$ cat src/rtl/udiv_pkg.sv
package udiv_pkg;
  localparam int RIDX_W = 4;
  localparam logic [7:0]  FIX_OPC   = 8'h73;
  localparam logic [11:0] DUAL_OPC  = 12'hFBB;
  localparam logic [3:0]  COND_AL   = 4'hE;
  localparam logic [3:0]  COND_RSVD = 4'hF;

  typedef struct packed {
    logic              legal;
    logic [3:0]        cond;
    logic [RIDX_W-1:0] dst;
    logic [RIDX_W-1:0] num;
    logic [RIDX_W-1:0] den;
  } dec_t;
endpackage

$ cat src/rtl/udiv_decode.sv
module udiv_decode
  import udiv_pkg::*;
(
  input  logic [31:0] word,
  input  logic        dual,
  output dec_t        dec
);
  logic fix_ok, dual_ok;

  always_comb begin
    fix_ok  = (word[27:20] == FIX_OPC) && (word[15:12] == 4'hF) &&
              (word[7:4] == 4'h1) && (word[31:28] != COND_RSVD);
    dual_ok = (word[31:20] == DUAL_OPC) && (word[15:12] == 4'hF) &&
              (word[7:4] == 4'hF);
    dec = '0;
    if (dual) begin
      dec.legal = dual_ok;
      dec.cond  = COND_AL;
      dec.dst   = word[11:8];
      dec.num   = word[19:16];
      dec.den   = word[3:0];
    end else begin
      dec.legal = fix_ok;
      dec.cond  = word[31:28];
      dec.dst   = word[19:16];
      dec.num   = word[3:0];
      dec.den   = word[11:8];
    end
  end
endmodule

$ cat src/rtl/udiv_cond.sv
module udiv_cond (
  input  logic [3:0] cond,
  input  logic [3:0] nzcv,
  output logic       pass
);
  logic n, z, c, v;
  assign n = nzcv[3];
  assign z = nzcv[2];
  assign c = nzcv[1];
  assign v = nzcv[0];

  always_comb begin
    case (cond)
      4'd0:    pass = z;
      4'd1:    pass = !z;
      4'd2:    pass = c;
      4'd3:    pass = !c;
      4'd4:    pass = n;
      4'd5:    pass = !n;
      4'd6:    pass = v;
      4'd7:    pass = !v;
      4'd8:    pass = c && !z;
      4'd9:    pass = !c || z;
      4'd10:   pass = (n == v);
      4'd11:   pass = (n != v);
      4'd12:   pass = !z && (n == v);
      4'd13:   pass = z || (n != v);
      4'd14:   pass = 1'b1;
      default: pass = 1'b0;
    endcase
  end
endmodule

$ cat src/rtl/udiv_core.sv
module udiv_core #(
  parameter int W = 32
) (
  input  logic         clk,
  input  logic         rst,
  input  logic         load,
  input  logic [W-1:0] num,
  input  logic [W-1:0] den,
  output logic         busy,
  output logic         last,
  output logic [W-1:0] q_next
);
  localparam int CW = (W > 1) ? $clog2(W) : 1;

  logic [W-1:0]  rem_q, quo_q, den_q;
  logic [CW-1:0] cnt_q;
  logic          busy_q;
  logic [W:0]    shifted, trial;
  logic          fits;
  logic [W-1:0]  rem_next;

  always_comb begin
    shifted  = {rem_q, quo_q[W-1]};
    trial    = shifted - {1'b0, den_q};
    fits     = !trial[W];
    rem_next = fits ? trial[W-1:0] : shifted[W-1:0];
    q_next   = {quo_q[W-2:0], fits};
  end

  assign busy = busy_q;
  assign last = busy_q && (cnt_q == '0);

  always_ff @(posedge clk) begin
    if (rst) begin
      busy_q <= 1'b0;
      cnt_q  <= '0;
      rem_q  <= '0;
      quo_q  <= '0;
      den_q  <= '0;
    end else if (load) begin
      busy_q <= 1'b1;
      cnt_q  <= CW'(W - 1);
      rem_q  <= '0;
      quo_q  <= num;
      den_q  <= den;
    end else if (busy_q) begin
      rem_q <= rem_next;
      quo_q <= q_next;
      cnt_q <= cnt_q - 1'b1;
      if (cnt_q == '0) busy_q <= 1'b0;
    end
  end
endmodule

$ cat src/rtl/udiv_exec.sv
module udiv_exec
  import udiv_pkg::*;
#(
  parameter int XLEN = 32
) (
  input  logic              clk,
  input  logic              rst,
  input  logic              start,
  input  logic [31:0]       instr,
  input  logic              enc_dual,
  input  logic [3:0]        nzcv,
  output logic [RIDX_W-1:0] src_num_idx,
  output logic [RIDX_W-1:0] src_den_idx,
  input  logic [XLEN-1:0]   src_num_val,
  input  logic [XLEN-1:0]   src_den_val,
  output logic              busy,
  output logic              done,
  output logic              undef,
  output logic              wr_en,
  output logic [RIDX_W-1:0] wr_idx,
  output logic [XLEN-1:0]   wr_data
);
  dec_t              dec;
  logic              cond_ok;
  logic              accept, den_zero, load;
  logic              core_busy, core_last;
  logic [XLEN-1:0]   core_q;
  logic              done_q, we_q, undef_q;
  logic [RIDX_W-1:0] idx_q, pend_idx;
  logic [XLEN-1:0]   data_q;

  udiv_decode u_dec (.word(instr), .dual(enc_dual), .dec(dec));
  udiv_cond   u_cond (.cond(dec.cond), .nzcv(nzcv), .pass(cond_ok));

  assign src_num_idx = dec.num;
  assign src_den_idx = dec.den;
  assign accept      = start && !core_busy;
  assign den_zero    = (src_den_val == '0);
  assign load        = accept && dec.legal && cond_ok && !den_zero;

  udiv_core #(.W(XLEN)) u_core (
    .clk(clk), .rst(rst), .load(load),
    .num(src_num_val), .den(src_den_val),
    .busy(core_busy), .last(core_last), .q_next(core_q)
  );

  always_ff @(posedge clk) begin
    if (rst) begin
      done_q   <= 1'b0;
      we_q     <= 1'b0;
      undef_q  <= 1'b0;
      idx_q    <= '0;
      data_q   <= '0;
      pend_idx <= '0;
    end else begin
      done_q  <= 1'b0;
      we_q    <= 1'b0;
      undef_q <= 1'b0;
      if (core_last) begin
        done_q <= 1'b1;
        we_q   <= 1'b1;
        idx_q  <= pend_idx;
        data_q <= core_q;
      end else if (accept) begin
        if (!dec.legal) begin
          undef_q <= 1'b1;
        end else if (!cond_ok) begin
          done_q <= 1'b1;
        end else if (den_zero) begin
          done_q <= 1'b1;
          we_q   <= 1'b1;
          idx_q  <= dec.dst;
          data_q <= '0;
        end else begin
          pend_idx <= dec.dst;
        end
      end
    end
  end

  assign busy    = core_busy;
  assign done    = done_q;
  assign wr_en   = we_q;
  assign undef   = undef_q;
  assign wr_idx  = idx_q;
  assign wr_data = data_q;
endmodule

$ cat config.mk
export PLATFORM = sky130hd
export DESIGN_NAME = udiv_exec
export DESIGN_NICKNAME = d
export VERILOG_FILES = /design/src/rtl/udiv_pkg.sv /design/src/rtl/udiv_decode.sv /design/src/rtl/udiv_cond.sv /design/src/rtl/udiv_core.sv /design/src/rtl/udiv_exec.sv
export SDC_FILE = /design/constraint.sdc
export NUM_CORES = 1
export LEC_CHECK = 0
export BUFFER_PORTS_ARGS = -buffer_cell sky130_fd_sc_hd__buf_2
export CAP_MARGIN = 10
export CORE_ASPECT_RATIO = 1.75
export CORE_UTILIZATION = 56
export DETAILED_ROUTE_END_ITERATION = 8
export PLACE_DENSITY = 0.83
export SYNTH_ARGS = -nofsm -noshare
export SYNTH_HDL_FRONTEND = slang
export SYNTH_SLANG_ARGS = --single-unit
$ cat constraint.sdc
create_clock -name clk -period 3.8 [get_ports clk]
set_clock_uncertainty 0.05 [all_clocks]
set_input_delay 0.76 -clock clk [delete_from_list [all_inputs] [get_ports clk]]
set_output_delay 0.76 -clock clk [all_outputs]
set_load 0.02 [all_outputs]
# Word level (Yosys, flattened, before mapping)
# Index checks and enable logic that the tools add are counted.
# totals
register_bits	145
word_cells	101
inputBits	104
# op_classes
n_eq_ne	22
n_bitwise	3
add_sub_neg	2
n_reduce_logical	33
mux	30
# ops
op	count
$mux W32	8
$eq A4 B4 Y1 const B	9
$sub A33 B32 Y33	1
$logic_not A32 Y1	1
$mux W4	5
$mux W17	1
$eq A4 B3 Y1 const B	4
$pmux W1 S15	1
$mux W1	13
$eq A12 B12 Y1 const B	1
$logic_and A1 B1 Y1	12
$mux W5	2
$reduce_bool A2 Y1	5
$eq A4 B1 Y1 const B	2
$eq A4 B2 Y1 const B	2
$eq A8 B7 Y1 const B	1
$logic_not A1 Y1	7
$logic_not A5 Y1	1
$reduce_and A5 Y1	1
$sub A5 B1 Y5 const B	1
$logic_not A4 Y1	1
$ne A4 B4 Y1 const B	1
$reduce_and A4 Y1	1
$not A1 Y1	3
other kinds (5)	6

# Logic depth before layout (Yosys ltp)
# depth
ltp_word	11
mapped_depth	15
mapped_depth_nobuf	13

# Cells and area by module
# Synthesis repeated with hierarchy kept, for this count alone.
# unflattened
hier_cells	972
area_unflattened_um2	8375.5
# by_module_without_submodules
module	cells_per_inst	area_each_um2	seq_area_each_um2	n_inst
udiv_core	768	6272.3	2042.0	1
udiv_exec	147	1664.1	860.8	1
udiv_decode	29	245.2	0.0	1
udiv_cond	28	193.9	0.0	1

# Worst setup path before layout
# No wires, ideal clock.
# synth_path
kind	register to register
from	register u_core.quo_q[31]
to	register u_core.rem_q[13]
period_less_slack_ps	3097
path_slack_ps	703
n_path_buf	2
arrival_ps	2988
t_required_ps	3691
path_stages_with_launch	16
cell_sequence	dfxtp_1 inv_1 ha_1 inv_1 fa_1 a211oi_2 nor4b_2 nor2_1 a2111o_1 a311oi_2 or3_2 and2_4 buf_12 buf_12 o31ai_1 a31o_1
# synth_between
elab_chain_len	2
# synth_rtl
element	line_no	source
from (decl)	udiv_core.sv:15	logic [W-1:0] rem_q, quo_q, den_q;
from (signal assigned)	udiv_core.sv:44	quo_q <= num;
from (signal assigned)	udiv_core.sv:48	quo_q <= q_next;
$sub A33 B32 Y33	udiv_core.sv:24	trial = shifted - {1'b0, den_q};
$mux W32	udiv_core.sv:26	rem_next = fits ? trial[W-1:0] : shifted[W-1:0];
to (signal assigned)	udiv_core.sv:47	rem_q <= rem_next;
to (decl)	udiv_core.sv:15	
# No other way between the ends.
# A chain may end at the register's enable or synchronous reset.

# Worst setup path in the final report
# layout_path
from	register u_core.quo_q[31]
to	register u_core.rem_q[2]
# The elaborated chain is that of the path after synthesis.

==> results.txt <==
----------------------------------------------------
[Layout]
  Count of placed standard cells in the final layout, fillers left out ... 1317
  Share of cells above drive strength 1 ... 21.28%
  Fraction of the core area covered by cells at the end of the flow ... 66.14%
  Post-synthesis to final-layout area growth ... 15.88%
  Diodes inserted ... 0
  Final #Nets ... 1263
  Final cell area excluding filler cells ... about 0.0095 mm2
  Fill cell count ... between 1k and 1.5k

[STA]
  Final WS setup ... 0.1768 ns
  Max-slew violation count ... 0
  Fin crit share ... between 90% and 100%
  Max Clk Rate ... 276.0 MHz
  Total Negative Setup Slacks ... 0 ns
  Final Hold Slack ... 0.3993 ns
  Count of final hold-check violations ... 0
  Unrepaired setup endpoints after global routing ... no
  Setup-violating endpoint count in the final report ... 0
  Pin slew with the least headroom to its limit ... 0.8595 ns
  Relative slew margins ... 42.70%
  Minimum period implied by the final worst setup slack ... 3.623 ns

[Routing]
  DR WL/cell ... roughly 17 um
  Final Routed Wirelength ... 21.76 mm
  Post-DR vias/cell ... roughly 5.9
  Remaining routing DRC violations ... 0
  Detailed Route Iter0 Violations ... 374
  Total via count after detailed routing ... 7830
  Remaining number of nets flagged by the antenna check after routing ... 0
  Number of iterations in the first detailed-routing pass ... 5

[Clock network]
  Number of clock sinks seen by CTS ... 145
  Max Root-Sink Buffers ... 2
  Hold buffer count at CTS ... 0
  Clock tree from TritonCTS ... done
  Clk pin slew, worst setup/hold paths ... 0.06 ns
  Number of clock buffers inserted by TritonCTS ... 17
  Root buffer cell ... sky130_fd_sc_hd__clkbuf_16
  Level count of the clock H-tree ... 4
  Clk_lat worst skew ... roughly 0.42 ns

[Worst setup path]
  Largest driver fanout on the critical path ... 18
  Classification of the worst setup path ... flop to flop
  Worst Setup End Kind ... flop
  Worst endpoint data arrival time ... 3.89 ns
  CP Launch Type ... flop
  Required time of the critical path ... 4.06 ns

[Placed design]
  Final HPWL DP ... ~15 mm
  Post-DP Area ... just under 0.009 mm2
  Weighted congestion at the end of routability-driven global placement ... between 0.9 and 1
  Placed cell count ... 1284
  Buffers added on ports ... 151
  Worst slack after detailed placement ... 0.2645 ns

[Global route]
  Global-route wire length before repair ... 34.45 mm
  Antenna violations before repair ... 0
  Vias in the first global route ... 7438
  Maximum number of pins on one net before global-route repair ... 78
  Total gr overflow ... 0
  Total GRT Usage ... between 20% and 30%

[Yosys]
  Most frequent cell after synthesis ... sky130_fd_sc_hd__a21oi_1
  Synth Register Bits ... around 150
  Post-synthesis cell count ... approximately 1.0k
  Net count after synthesis ... 1154
  Number of warnings reported in the yosys synthesis log ... 0
  Dominant synthesized flop cell ... sky130_fd_sc_hd__dfxtp_1
  EDFF count, synth ... 0
  Post-synthesis instance area ... 0.008200 mm2
  Post-synth ARST share ... 0%
  Top cells by instance count after synthesis ... 149 x sky130_fd_sc_hd__a21oi_1, 148 x sky130_fd_sc_hd__nand2_1, 145 x sky130_fd_sc_hd__dfxtp_1, 59 x sky130_fd_sc_hd__nor2_1, 52 x sky130_fd_sc_hd__mux2i_1
  Syn_area_per_cell ... 8.079 um2
  Area share of the leading cell type in the synthesized netlist ... 35.40%
  Top post-synthesis cells by area ... sky130_fd_sc_hd__dfxtp_1 35%, sky130_fd_sc_hd__a21oi_1 9.1%, sky130_fd_sc_hd__nand2_1 6.8%, sky130_fd_sc_hd__mux2i_1 6.3%, sky130_fd_sc_hd__ha_1 5.2%
  Post-synth cell types ... 74
  Cell taking the most area after synthesis ... sky130_fd_sc_hd__dfxtp_1
  Register area share after synthesis ... 35.40%

[Die]
  Total die area ... 0.01515 mm2
  Die width ... 93.48 um
  Number of rows created at floorplan ... 58
  Die outline height ... 162.1 um
  Core box area ... 0.01437 mm2
  Initial cell density of the core ... 57.07%
  Top-level port count ... 152

[Pwr]
  Worst IR drop on VDD ... roughly 0.29 mV
  Leakage ... about 4 nW
  Power density of the placed cells ... 351.3 mW/mm2
  Power, Total ... 3.338 mW

[Min path]
  Min-Delay Path Class ... flop to flop

[Run status]
  Result of the run ... complete, no violations

[Job]
  Number of violations of the max-capacitance limit ... 0

----------------------------------------------------
-- cell families (layout without fill, tap and decap cells) --
| family | Yosys count | count (layout) | share of synthesized area [%] |
|---|---|---|---|
| adder cells (fa/ha/maj) | 35 | 35 | 5.432 |
| flip-flops | 145 | 145 | 35.40 |
| buffers and inverters | 126 | 247 | 7.339 |
| multiplexers | 62 | 62 | 7.721 |
| XOR/XNOR | 35 | 35 | 3.738 |
| AND/OR/NAND/NOR | 315 | 316 | 17.59 |
| AO/OA/AOI/OAI | 297 | 297 | 22.78 |
-- critical path: stages (launching register included) --
cell	delay [ns]
sky130_fd_sc_hd__dfxtp_1	0.32
sky130_fd_sc_hd__inv_1	0.07
sky130_fd_sc_hd__ha_1	0.19
sky130_fd_sc_hd__inv_1	0.09
sky130_fd_sc_hd__fa_1	0.49
sky130_fd_sc_hd__a211oi_2	0.30
sky130_fd_sc_hd__nor4b_2	0.09
sky130_fd_sc_hd__nor2_1	0.17
sky130_fd_sc_hd__a2111o_1	0.19
sky130_fd_sc_hd__a311oi_2	0.12
sky130_fd_sc_hd__or3_2	0.51
sky130_fd_sc_hd__and2_2	0.43
sky130_fd_sc_hd__a41o_1	0.29
sky130_fd_sc_hd__a31o_2	0.21
-- sequential cells by signal, summed over array words and instances, names as in the netlist, 4 cells and up --
register,cells
u_core.den_q,32
u_core.quo_q,32
u_core.rem_q,32
wr_data,32
u_core.cnt_q,5
pend_idx,4
wr_idx,4
-- where the power goes --
part	switching (mW)	internal, mW
clock network	0.720	0.940
registers	0.000121	1.52
logic	0.0893	0.0689
total	0.810	2.53
-- final timing paths --
path	from	end	slack (ns)	cells past startpoint
worst min-delay path	u_core.den_q[13]$_SDFFE_PP0P_	u_core.den_q[13]$_SDFFE_PP0P_	0.40	2
worst max register to register	u_core.quo_q[31]$_SDFFE_PP0P_	u_core.rem_q[2]$_SDFFE_PP0P_	0.18	13
worst min register to register	u_core.den_q[13]$_SDFFE_PP0P_	u_core.den_q[13]$_SDFFE_PP0P_	0.40	2
worst max-delay path	u_core.quo_q[31]$_SDFFE_PP0P_	u_core.rem_q[2]$_SDFFE_PP0P_	0.18	13
-- placed cells by master (no fill, tap or decap), types with 17 or more instances in the layout --
master,count
sky130_fd_sc_hd__buf_2,150
sky130_fd_sc_hd__a21oi_1,149
sky130_fd_sc_hd__nand2_1,148
sky130_fd_sc_hd__dfxtp_1,144
sky130_fd_sc_hd__nor2_1,59
sky130_fd_sc_hd__mux2i_1,52
sky130_fd_sc_hd__inv_1,47
sky130_fd_sc_hd__o21ai_0,40
sky130_fd_sc_hd__nand3_1,40
sky130_fd_sc_hd__ha_1,34
sky130_fd_sc_hd__xnor2_1,24
sky130_fd_sc_hd__clkbuf_16,17
-- per-layer routing --
layer | GRT usage, % | vias to the layer above | wire [um]
li1 | - | 3810 | -
met1 | 31.20 | 3664 | 8134
met2 | 51.30 | 267 | 11420
met3 | 5.478 | 89 | 1107
met4 | 15.45 | 0 | 1103
met5 | 0 | - | 0
-- area by class of cell --
type / count / area [um2] / area share, %
Tap cell: 180 / 225.2 / 2.370
Timing Repair Buffer: 167 / 890.9 / 9.375
Clock inverter: 14 / 143.9 / 1.514
Clock buffer: 18 / 439.2 / 4.621
Multi-Input combinational cell: 745 / 4717 / 49.64
Sequential cell: 145 / 2907 / 30.59
Inverter: 48 / 180.2 / 1.896
-- repair_timing --
action | in CTS | in global routing
setup buffers | 0 | 0
endpoints found under the setup margin | 0 | 9
resized for setup | 0 | 1
(Power assumes the default switching activity.)
